===== src/rtl/cst_pkg.sv =====
package cst_pkg;
    localparam int NUM_CS     = 2;
    localparam int SEL_W      = (NUM_CS > 1) ? $clog2(NUM_CS) : 1;
    localparam int REG_W      = 32;
    localparam int CNT_W      = 3;
    localparam int CS_STRIDE  = 16;
    localparam int SETUP_LSB  = 0;
    localparam int PULSE_LSB  = 4;
    localparam int HOLD_LSB   = 8;
    localparam int ZERO_EDGE  = 16;
    localparam int PH_W       = $clog2(ZERO_EDGE);
    localparam logic [REG_W-1:0] RESET_WORD = 32'h0777_0777;

    typedef logic [CNT_W-1:0] cnt_t;
    typedef logic [PH_W-1:0]  ph_t;

    typedef struct packed {
        cnt_t setup;
        cnt_t pulse;
        cnt_t hold;
    } timing_t;

    typedef enum logic [2:0] {
        ST_IDLE,
        ST_SETUP,
        ST_STROBE,
        ST_WAIT,
        ST_HOLD
    } phase_e;

    function automatic timing_t unpack_timing(input logic [REG_W-1:0] w, input int idx);
        timing_t t;
        t.setup = w[idx*CS_STRIDE + SETUP_LSB +: CNT_W];
        t.pulse = w[idx*CS_STRIDE + PULSE_LSB +: CNT_W];
        t.hold  = w[idx*CS_STRIDE + HOLD_LSB  +: CNT_W];
        return t;
    endfunction

    // Counter load for setup/hold: cycles-1, zero meaning ZERO_EDGE cycles.
    function automatic ph_t edge_load(input cnt_t c);
        if (c == '0)
            return ph_t'(ZERO_EDGE - 1);
        return ph_t'(c) - ph_t'(1);
    endfunction

    // Counter load for the pulse: cycles-1, zero meaning one cycle.
    function automatic ph_t pulse_load(input cnt_t c);
        if (c == '0)
            return '0;
        return ph_t'(c) - ph_t'(1);
    endfunction
endpackage


===== src/rtl/cst_timing_reg.sv =====
module cst_timing_reg
    import cst_pkg::*;
(
    input  logic                       clk,
    input  logic                       rst,
    input  logic                       we,
    input  logic [REG_W-1:0]           wdata,
    output logic [REG_W-1:0]           rdata,
    output timing_t [NUM_CS-1:0]       tim
);
    logic [REG_W-1:0] word_q;

    always_ff @(posedge clk) begin
        if (rst)
            word_q <= RESET_WORD;
        else if (we)
            word_q <= wdata;
    end

    assign rdata = word_q;

    for (genvar i = 0; i < NUM_CS; i++) begin : g_fields
        assign tim[i] = unpack_timing(word_q, i);
    end
endmodule


===== src/rtl/cst_ready_sync.sv =====
module cst_ready_sync #(
    parameter int STAGES = 2
) (
    input  logic clk,
    input  logic rst,
    input  logic d,
    output logic q
);
    logic [STAGES-1:0] chain;

    always_ff @(posedge clk) begin
        if (rst)
            chain[0] <= 1'b0;
        else
            chain[0] <= d;
    end

    for (genvar i = 1; i < STAGES; i++) begin : g_stage
        always_ff @(posedge clk) begin
            if (rst)
                chain[i] <= 1'b0;
            else
                chain[i] <= chain[i-1];
        end
    end

    assign q = chain[STAGES-1];
endmodule


===== src/rtl/cst_sequencer.sv =====
module cst_sequencer
    import cst_pkg::*;
(
    input  logic                  clk,
    input  logic                  rst,
    input  logic                  req_valid,
    input  logic [SEL_W-1:0]      req_sel,
    input  logic                  req_write,
    input  logic [NUM_CS-1:0]     rdy_en,
    input  logic                  rdy_s,
    input  timing_t [NUM_CS-1:0]  tim,
    output logic                  busy,
    output logic                  done,
    output logic [NUM_CS-1:0]     cs_n,
    output logic                  rd_n,
    output logic                  wr_n
);
    phase_e          st, st_nx;
    ph_t             cnt, cnt_nx;
    timing_t         tq;
    logic [SEL_W-1:0] sel_q, sel_nx;
    logic            wr_q, wr_nx;
    logic            chk_q;
    logic            start;
    logic            done_nx;
    logic            strobe_nx;
    logic            cs_on_nx;

    assign start  = (st == ST_IDLE) && req_valid;
    assign sel_nx = (st == ST_IDLE) ? req_sel   : sel_q;
    assign wr_nx  = (st == ST_IDLE) ? req_write : wr_q;

    always_comb begin
        st_nx   = st;
        cnt_nx  = cnt;
        done_nx = 1'b0;
        unique case (st)
            ST_IDLE: begin
                if (req_valid) begin
                    st_nx  = ST_SETUP;
                    cnt_nx = edge_load(tim[req_sel].setup);
                end
            end
            ST_SETUP: begin
                if (cnt == '0) begin
                    st_nx  = ST_STROBE;
                    cnt_nx = pulse_load(tq.pulse);
                end else begin
                    cnt_nx = cnt - ph_t'(1);
                end
            end
            ST_STROBE: begin
                if (cnt == '0) begin
                    if (chk_q && !rdy_s) begin
                        st_nx = ST_WAIT;
                    end else begin
                        st_nx  = ST_HOLD;
                        cnt_nx = edge_load(tq.hold);
                    end
                end else begin
                    cnt_nx = cnt - ph_t'(1);
                end
            end
            ST_WAIT: begin
                if (rdy_s) begin
                    st_nx  = ST_HOLD;
                    cnt_nx = edge_load(tq.hold);
                end
            end
            ST_HOLD: begin
                if (cnt == '0) begin
                    st_nx   = ST_IDLE;
                    done_nx = 1'b1;
                end else begin
                    cnt_nx = cnt - ph_t'(1);
                end
            end
            default: st_nx = ST_IDLE;
        endcase
    end

    assign cs_on_nx  = (st_nx != ST_IDLE);
    assign strobe_nx = (st_nx == ST_STROBE) || (st_nx == ST_WAIT);

    always_ff @(posedge clk) begin
        if (rst) begin
            st    <= ST_IDLE;
            cnt   <= '0;
            tq    <= '0;
            sel_q <= '0;
            wr_q  <= 1'b0;
            chk_q <= 1'b0;
            done  <= 1'b0;
            rd_n  <= 1'b1;
            wr_n  <= 1'b1;
        end else begin
            st   <= st_nx;
            cnt  <= cnt_nx;
            done <= done_nx;
            rd_n <= !(strobe_nx && !wr_nx);
            wr_n <= !(strobe_nx &&  wr_nx);
            if (start) begin
                tq    <= tim[req_sel];
                sel_q <= req_sel;
                wr_q  <= req_write;
                chk_q <= rdy_en[req_sel];
            end
        end
    end

    for (genvar i = 0; i < NUM_CS; i++) begin : g_cs
        always_ff @(posedge clk) begin
            if (rst)
                cs_n[i] <= 1'b1;
            else
                cs_n[i] <= !(cs_on_nx && (sel_nx == SEL_W'(i)));
        end
    end

    assign busy = (st != ST_IDLE);
endmodule


===== src/rtl/cst_strobe_timer.sv =====
module cst_strobe_timer
    import cst_pkg::*;
#(
    parameter int SYNC_STAGES = 2
) (
    input  logic                  clk,
    input  logic                  rst,
    input  logic                  cfg_we,
    input  logic [REG_W-1:0]      cfg_wdata,
    output logic [REG_W-1:0]      cfg_rdata,
    input  logic                  req_valid,
    input  logic [SEL_W-1:0]      req_sel,
    input  logic                  req_write,
    input  logic [NUM_CS-1:0]     rdy_en,
    input  logic                  ready_in,
    output logic                  busy,
    output logic                  done,
    output logic [NUM_CS-1:0]     cs_n,
    output logic                  rd_n,
    output logic                  wr_n
);
    timing_t [NUM_CS-1:0] tim;
    logic                 rdy_s;

    cst_timing_reg u_reg (
        .clk   (clk),
        .rst   (rst),
        .we    (cfg_we),
        .wdata (cfg_wdata),
        .rdata (cfg_rdata),
        .tim   (tim)
    );

    cst_ready_sync #(.STAGES(SYNC_STAGES)) u_sync (
        .clk (clk),
        .rst (rst),
        .d   (ready_in),
        .q   (rdy_s)
    );

    cst_sequencer u_seq (
        .clk       (clk),
        .rst       (rst),
        .req_valid (req_valid),
        .req_sel   (req_sel),
        .req_write (req_write),
        .rdy_en    (rdy_en),
        .rdy_s     (rdy_s),
        .tim       (tim),
        .busy      (busy),
        .done      (done),
        .cs_n      (cs_n),
        .rd_n      (rd_n),
        .wr_n      (wr_n)
    );
endmodule


===== config.mk =====
export PLATFORM = sky130hd
export DESIGN_NAME = cst_strobe_timer
export DESIGN_NICKNAME = d
export VERILOG_FILES = /design/src/rtl/cst_pkg.sv /design/src/rtl/cst_timing_reg.sv /design/src/rtl/cst_ready_sync.sv /design/src/rtl/cst_sequencer.sv /design/src/rtl/cst_strobe_timer.sv
export SDC_FILE = /design/constraint.sdc
export NUM_CORES = 1
export LEC_CHECK = 0
export BUFFER_PORTS_ARGS = -buffer_cell sky130_fd_sc_hd__buf_2
export CORE_UTILIZATION = 56
export DETAILED_ROUTE_END_ITERATION = 7
export GPL_ROUTABILITY_DRIVEN = 0
export PLACE_DENSITY = 0.81
export SYNTH_ARGS = -nofsm -noshare
export SYNTH_HDL_FRONTEND = slang
export SYNTH_HIERARCHICAL = 1
export SYNTH_SLANG_ARGS = --single-unit

===== constraint.sdc =====
create_clock -name clk -period 4.4 [get_ports clk]
set_input_delay 0.44 -clock clk [delete_from_list [all_inputs] [get_ports clk]]
set_output_delay 0.44 -clock clk [all_outputs]
set_load 0.01 [all_outputs]

==> results of run 1 <==
## critical path, cell delays in order (launching register included)
cell and delay (ps):
dfxtp_1 340, inv_1 110, ha_1 170, or3b_1 470, a211oi_1 390, a2111oi_4 110, mux2i_1 160, a311oi_1 270
## layer usage
layer / global-route usage / part of all wire / vias to the layer above
met3: 0.04282 / 0.048 / 4
met1: 0.2643 / 0.45 / 1018
met5: 0 / 0 / -
met4: 0.07407 / 0.010 / 0
li1: - / - / 1131
met2: 0.3728 / 0.49 / 65
## cell families after synthesis
family,after synthesis,share of synthesized area
xor+xnor,2,0.006234
mux,27,0.09617
buf+inv,44,0.09974
compound gates,60,0.1696
simple gates,102,0.2008
flops,55,0.3918
fa+ha+maj,8,0.03562
## Yosys cell counts, types with 2 or more instances
master     number
nand3_1         2
buf_6           3
nor2_1         28
o2bb2ai_1       2
a21oi_1         7
a211o_1        18
o32ai_1         2
nand2b_1        6
buf_4          19
or3b_1          2
buf_2           4
clkbuf_1        7
dfxtp_1        55
o21ai_0         4
nand2_1        17
nor2b_1        21
nor3b_2         2
buf_1           2
a211oi_1       11
and2b_1         3
nor3b_1         4
inv_1           7
or2_2           2
nor3_1          3
a311oi_1        2
mux2i_1        27
o211ai_1        3
ha_1            8
xnor2_1         2
nand3b_1        3
## worst max-delay path by stage
stage	from	slack [ps]	cells past startpoint	end
floorplan	req_sel	2270	9	u_seq/cnt[1]$_SDFFE_PP0P_
global placement	u_seq/cnt[0]$_SDFFE_PP0P_	2430	7	u_seq/cnt[1]$_SDFFE_PP0P_
detailed placement	u_seq/cnt[0]$_SDFFE_PP0P_	2320	7	u_seq/cnt[1]$_SDFFE_PP0P_
CTS	u_seq/cnt[0]$_SDFFE_PP0P_	2290	7	u_seq/cnt[1]$_SDFFE_PP0P_
global route	u_seq/cnt[0]$_SDFFE_PP0P_	2110	7	u_seq/cnt[1]$_SDFFE_PP0P_
finish	u_seq/cnt[0]$_SDFFE_PP0P_	2280	7	u_seq/cnt[1]$_SDFFE_PP0P_
## registers in the layout, indices dropped and copies added (netlist names)
register	flops
u_seq/cs_n	2
u_reg/rdata	32
u_seq/wr_q	1
u_seq/cnt	4
u_seq/tq	6
u_seq/rd_n	1
u_sync/q	1
u_seq/done	1
u_sync/chain	1
u_seq/chk_q	1
u_seq/wr_n	1
u_seq/sel_q	1
u_seq/st	3
## cell usage in the layout, fill, tap and decap left out, types with 2 or more instances in the layout
master,n
buf_2,78
dfxtp_1,55
nor2_1,28
mux2i_1,27
nor2b_1,21
a211o_1,18
nand2_1,17
a211oi_1,11
ha_1,8
inv_1,7
a21oi_1,7
clkbuf_8,6
nand2b_1,6
nor3b_1,4
o21ai_0,4
and2b_1,3
o211ai_1,3
nand3b_1,3
nor3_1,3
or2_2,2
nor3b_2,2
o2bb2ai_1,2
or3b_1,2
nand3_1,2
a311oi_1,2
o32ai_1,2
xnor2_1,2
## final cells by class
class,instances,share of cell area
clock buffers,7,0.02759
clock inverters,1,0.002799
inverters,8,0.009596
multi-input cells,199,0.4566
flip-flops and latches,55,0.3519
well taps,67,0.02679
repair buffers,78,0.1248
## power breakdown
| part | switching (mW) | internal (mW) | total [mW] |
|---|---|---|---|
| clock network | 0.157 | 0.129 | 0.287 |
| registers | 0.0773 | 0.570 | 0.648 |
| logic | 0.306 | 0.251 | 0.557 |
==> qor.yml, run 1 <==
status: "finished clean"
antenna_cells: 0
cts-resized-gates: 0
finalSetupTns_ps: 0
grt_use_total: 0.2145
start_util: 0.5872
synth_top_cell_area_share: 0.3918
hp-class: "in2reg"
synth-async-reset-ratio: 0
drive_above_1_share: 0.2672
clockBufferDepth: 2
drv_slew: 0
dr.pass1.iters: 4
relSlewSlack: 0.3673
min_period_ps: 2124
r2r_setup_slack_ps: 2280
antenna_found_initial: 0
ys_types: 52
leakagePower_nw: 1.409
synth_seq_cells: 55
setup_viol: 0
endpoint_kind: "flop"
total_power_mw: 1.491
root_buffer: "clkbuf_8"
holdPathEnd: "u_reg/rdata[2]$_SDFFE_PP1P_"
insertion_delay_ps: 300
wl_um: 5437
place_ws_ps: 2317
worst_slew_pin_slew_ps: 949.1
synth_area_um2: 2810
start_kind: "flop"
finalWorstSetupSlack_ps: 2276
cts-buffers-inserted: 5
die_area_um2: 5306
cp.arrival_ps: 2320
r2r-end: "u_seq/cnt[1]$_SDFFE_PP0P_"
grt_pass1_vias: 2079
htreeDepth: 2
cap_violations: 0
instances_no_fill: 415
ys.warnings.count: 6
syn_avg_cell_area_um2: 9.430
drc: 0
finalNetCount: 396
grt_overflow_total: 0
synth_nets: 347
fmax_ghz: 0.4709
synth_cells: 298
p_per_area_nw_per_um2: 476.6
final_cell_area_um2: 3129
cts_tree: "done"
synth_top_cell_by_area: "dfxtp_1"
vias_per_cell: 5.345
syn2layout_area_growth_pct: 11.35
finalHoldViolCount: 0
die_x_um: 72.84
clk_pin_slew_ps: 90
placed_cell_area_um2: 3034
r2r_cells: 7
ys_seq_area_frac: 0.3918
cts.sinks: 55
post_cts_buffers: 0
wl_per_cell_um: 13.10
rsz0062_at_grt: "no"
hold_depth: 2
placed_cells: 407
ant_nets: 0
finalClockSkew_ps: 7.863
worst_ep_required_time_ps: 4600
synth_edf_count: 0
fin_util: 0.6539
fillCellCount: 378
grt_max_degree: 54
via_count: 2218
die_height_um: 72.84
portBuffers: 78
rows: 25
peakVddDrop_uv: 233.1
grt_pass1_wl_um: 8956
finalCritPeriodShare: 0.4827
multi_input_area_um2: 1429
rr_startpoint: "u_seq/cnt[0]$_SDFFE_PP0P_"
dr.first_iter.drc_count: 156
whs_ps: 339.0
coreArea_um2: 4786
path_max_fanout: 8
synthTopCellsByArea: "dfxtp_1 39%, mux2i_1 9.6%, a211o_1 5.6%, buf_4 5.1%, nor2b_1 4.7%"
ys.flop_type: "dfxtp_1"
seqCellArea_um2: 1101
holdBufCountCts: 0
hpwlAfterDp_um: 3914
pin_count: 79
crit_type: "reg2reg"
min_from: "cfg_wdata[2]"
(Power assumes the default switching activity.)
==> run 2, diff against run 1 <==
Settings changed: CORE_UTILIZATION 56 to 52, PLACE_DENSITY 0.81 to 0.76.
Clock period 4.4 ns to 2 ns, I/O delays scaled along.
==> run 2 against run 1 <==
First-iteration DRC count fell by 32%. Sequential share of layout area down 1.6 points. Non-clock buffer count grew 17. Largest cell class unchanged. Cell count increased by 4.8%. Via count rose by 2.2%. Clock-buffer cell count decreased by 2.
==> qor.yml, run 2 (synthesis results as in run 1) <==
status: "finished clean"
antenna_cells: 0
grt_pass1_wl_um: 9577
cap_violations: 0
cp.arrival_ps: 2130
swShare: 0.3635
crit_type: "reg2reg"
worst_ep_required_time_ps: 2200
clockBufferDepth: 2
dr.first_iter.drc_count: 106
die_x_um: 75.52
cts_tree: "done"
p_switching_mw: 1.264
htreeDepth: 2
syn2layout_area_growth_pct: 17.32
via_count: 2267
place_ws_ps: -22.42
path_max_fanout: 5
wl_per_cell_um: 13.49
seq_power_share: 0.408
wl_um: 5869
finalClockSkew_ps: 3.558
holdBufCountCts: 0
whs_ps: 96.78
dr.pass1.iters: 4
ant_nets: 0
clk_pin_slew_ps: 90
pin_count: 79
cts.sinks: 55
worst_slew_pin_slew_ps: 441.3
hpwlAfterDp_um: 4276
rows: 26
insertion_delay_ps: 300
die_area_um2: 5703
p_int_mw: 2.213
antenna_found_initial: 0
setup_viol: 0
instances_no_fill: 435
endpoint_kind: "flop"
grt_pass1_vias: 2144
layout_common_cells: "78 x buf_2, 51 x dfxtp_1, 28 x nor2_1"
finalCritPeriodShare: 0.9679
start_util: 0.5467
coreArea_um2: 5140
drv_slew: 0
hp-class: "in2reg"
final_common_cell: "buf_2"
finalWorstSetupSlack_ps: 64.20
relSlewSlack: 0.7058
total_power_mw: 3.477
vias_per_cell: 5.211
die_height_um: 75.52
finalNetCount: 413
combPwrFrac: 0.419
grt_use_total: 0.2185
largest_reg_flops: 32
clockPowerShare: 0.173
drc: 0
peakVddDrop_uv: 589.5
placed_cells: 424
fillCellCount: 482
drive_above_1_share: 0.3315
leakagePower_nw: 1.505
portBuffers: 78
min_period_ps: 1936
grt_max_degree: 40
grt_overflow_total: 0
start_kind: "flop"
cts-buffers-inserted: 5
p_per_area_nw_per_um2: 1055
root_buffer: "clkbuf_8"
finalHoldViolCount: 0
fmax_ghz: 0.5166
run 2: cell count changes in the layout (fill, tap and decap cells not counted), sizes merged:
cell / before / now
buf: 78 / 95
clkbuf: 7 / 5
clkinv: 1 / 2
inv: 8 / 9
run 2: path summary, 6_finish.rpt:
check,from,to,slack (ps),cells after the start
min reg2reg,u_sync/chain[0]$_SDFF_PP0_,u_sync/q$_SDFF_PP0_,450,1
min,cfg_wdata[4],u_reg/rdata[4]$_SDFFE_PP1P_,100,2
max reg2reg,u_seq/cnt[0]$_SDFFE_PP0P_,u_seq/cnt[0]$_SDFFE_PP0P_,60,8
max,u_seq/cnt[0]$_SDFFE_PP0P_,u_seq/cnt[0]$_SDFFE_PP0P_,60,8
run 2: cell type report:
cell class | count | area, um^2 | area share
inverter | 8 | 30.03 | 0.009108
sequential | 55 | 1109 | 0.3362
clock buffer | 5 | 68.82 | 0.02087
clock inverter | 3 | 18.77 | 0.005693
timing repair buffer | 95 | 530.5 | 0.1609
tap | 70 | 87.58 | 0.02657
multi-input combinational | 199 | 1453 | 0.4406
run 2: critical path, cell delays in order (launching register included):
cell,delay [ps]
dfxtp_4,380
inv_2,50
ha_1,200
or3b_4,260
a211oi_2,50
a2111oi_4,480
buf_4,200
nand3b_1,80
o32ai_1,140
run 2: metrics by stage:
stage	area (um^2)	utilization	setup TNS, ps
6_report	3297	0.6414	0
5_1_grt	3297	0.6414	-9.365
4_1_cts	3253	0.6329	0
3_5_place_dp	3156	0.6139	-22.42
3_3_place_gp	3156	0.6139	0
2_1_floorplan	2810	-	0
run 2: metal layers:
layer	up-vias	track usage	part of all wire
met5	-	0	0
met4	0	0.06173	0.0087
met3	4	0.05423	0.045
met2	52	0.3641	0.48
met1	1050	0.2818	0.46
li1	1161	-	-
run 2: timing repair:
action                     in CTS  in global routing
hold endpoints to repair        0                  0
pin swaps                       0                  3
setup endpoints to repair       2                  5
setup buffers                   0                  3
gates resized for setup         2                  9
run 2: power by group through the flow:
stage | sequential [mW] | combinational (mW) | clock, mW
2_1_floorplan | 1.41 | 0.995 | 0
3_3_place_gp | 1.41 | 1.33 | 0
3_5_place_dp | 1.42 | 1.36 | 0
4_1_cts | 1.40 | 1.37 | 0.629
5_1_grt | 1.44 | 1.61 | 0.677
6_report | 1.42 | 1.46 | 0.602
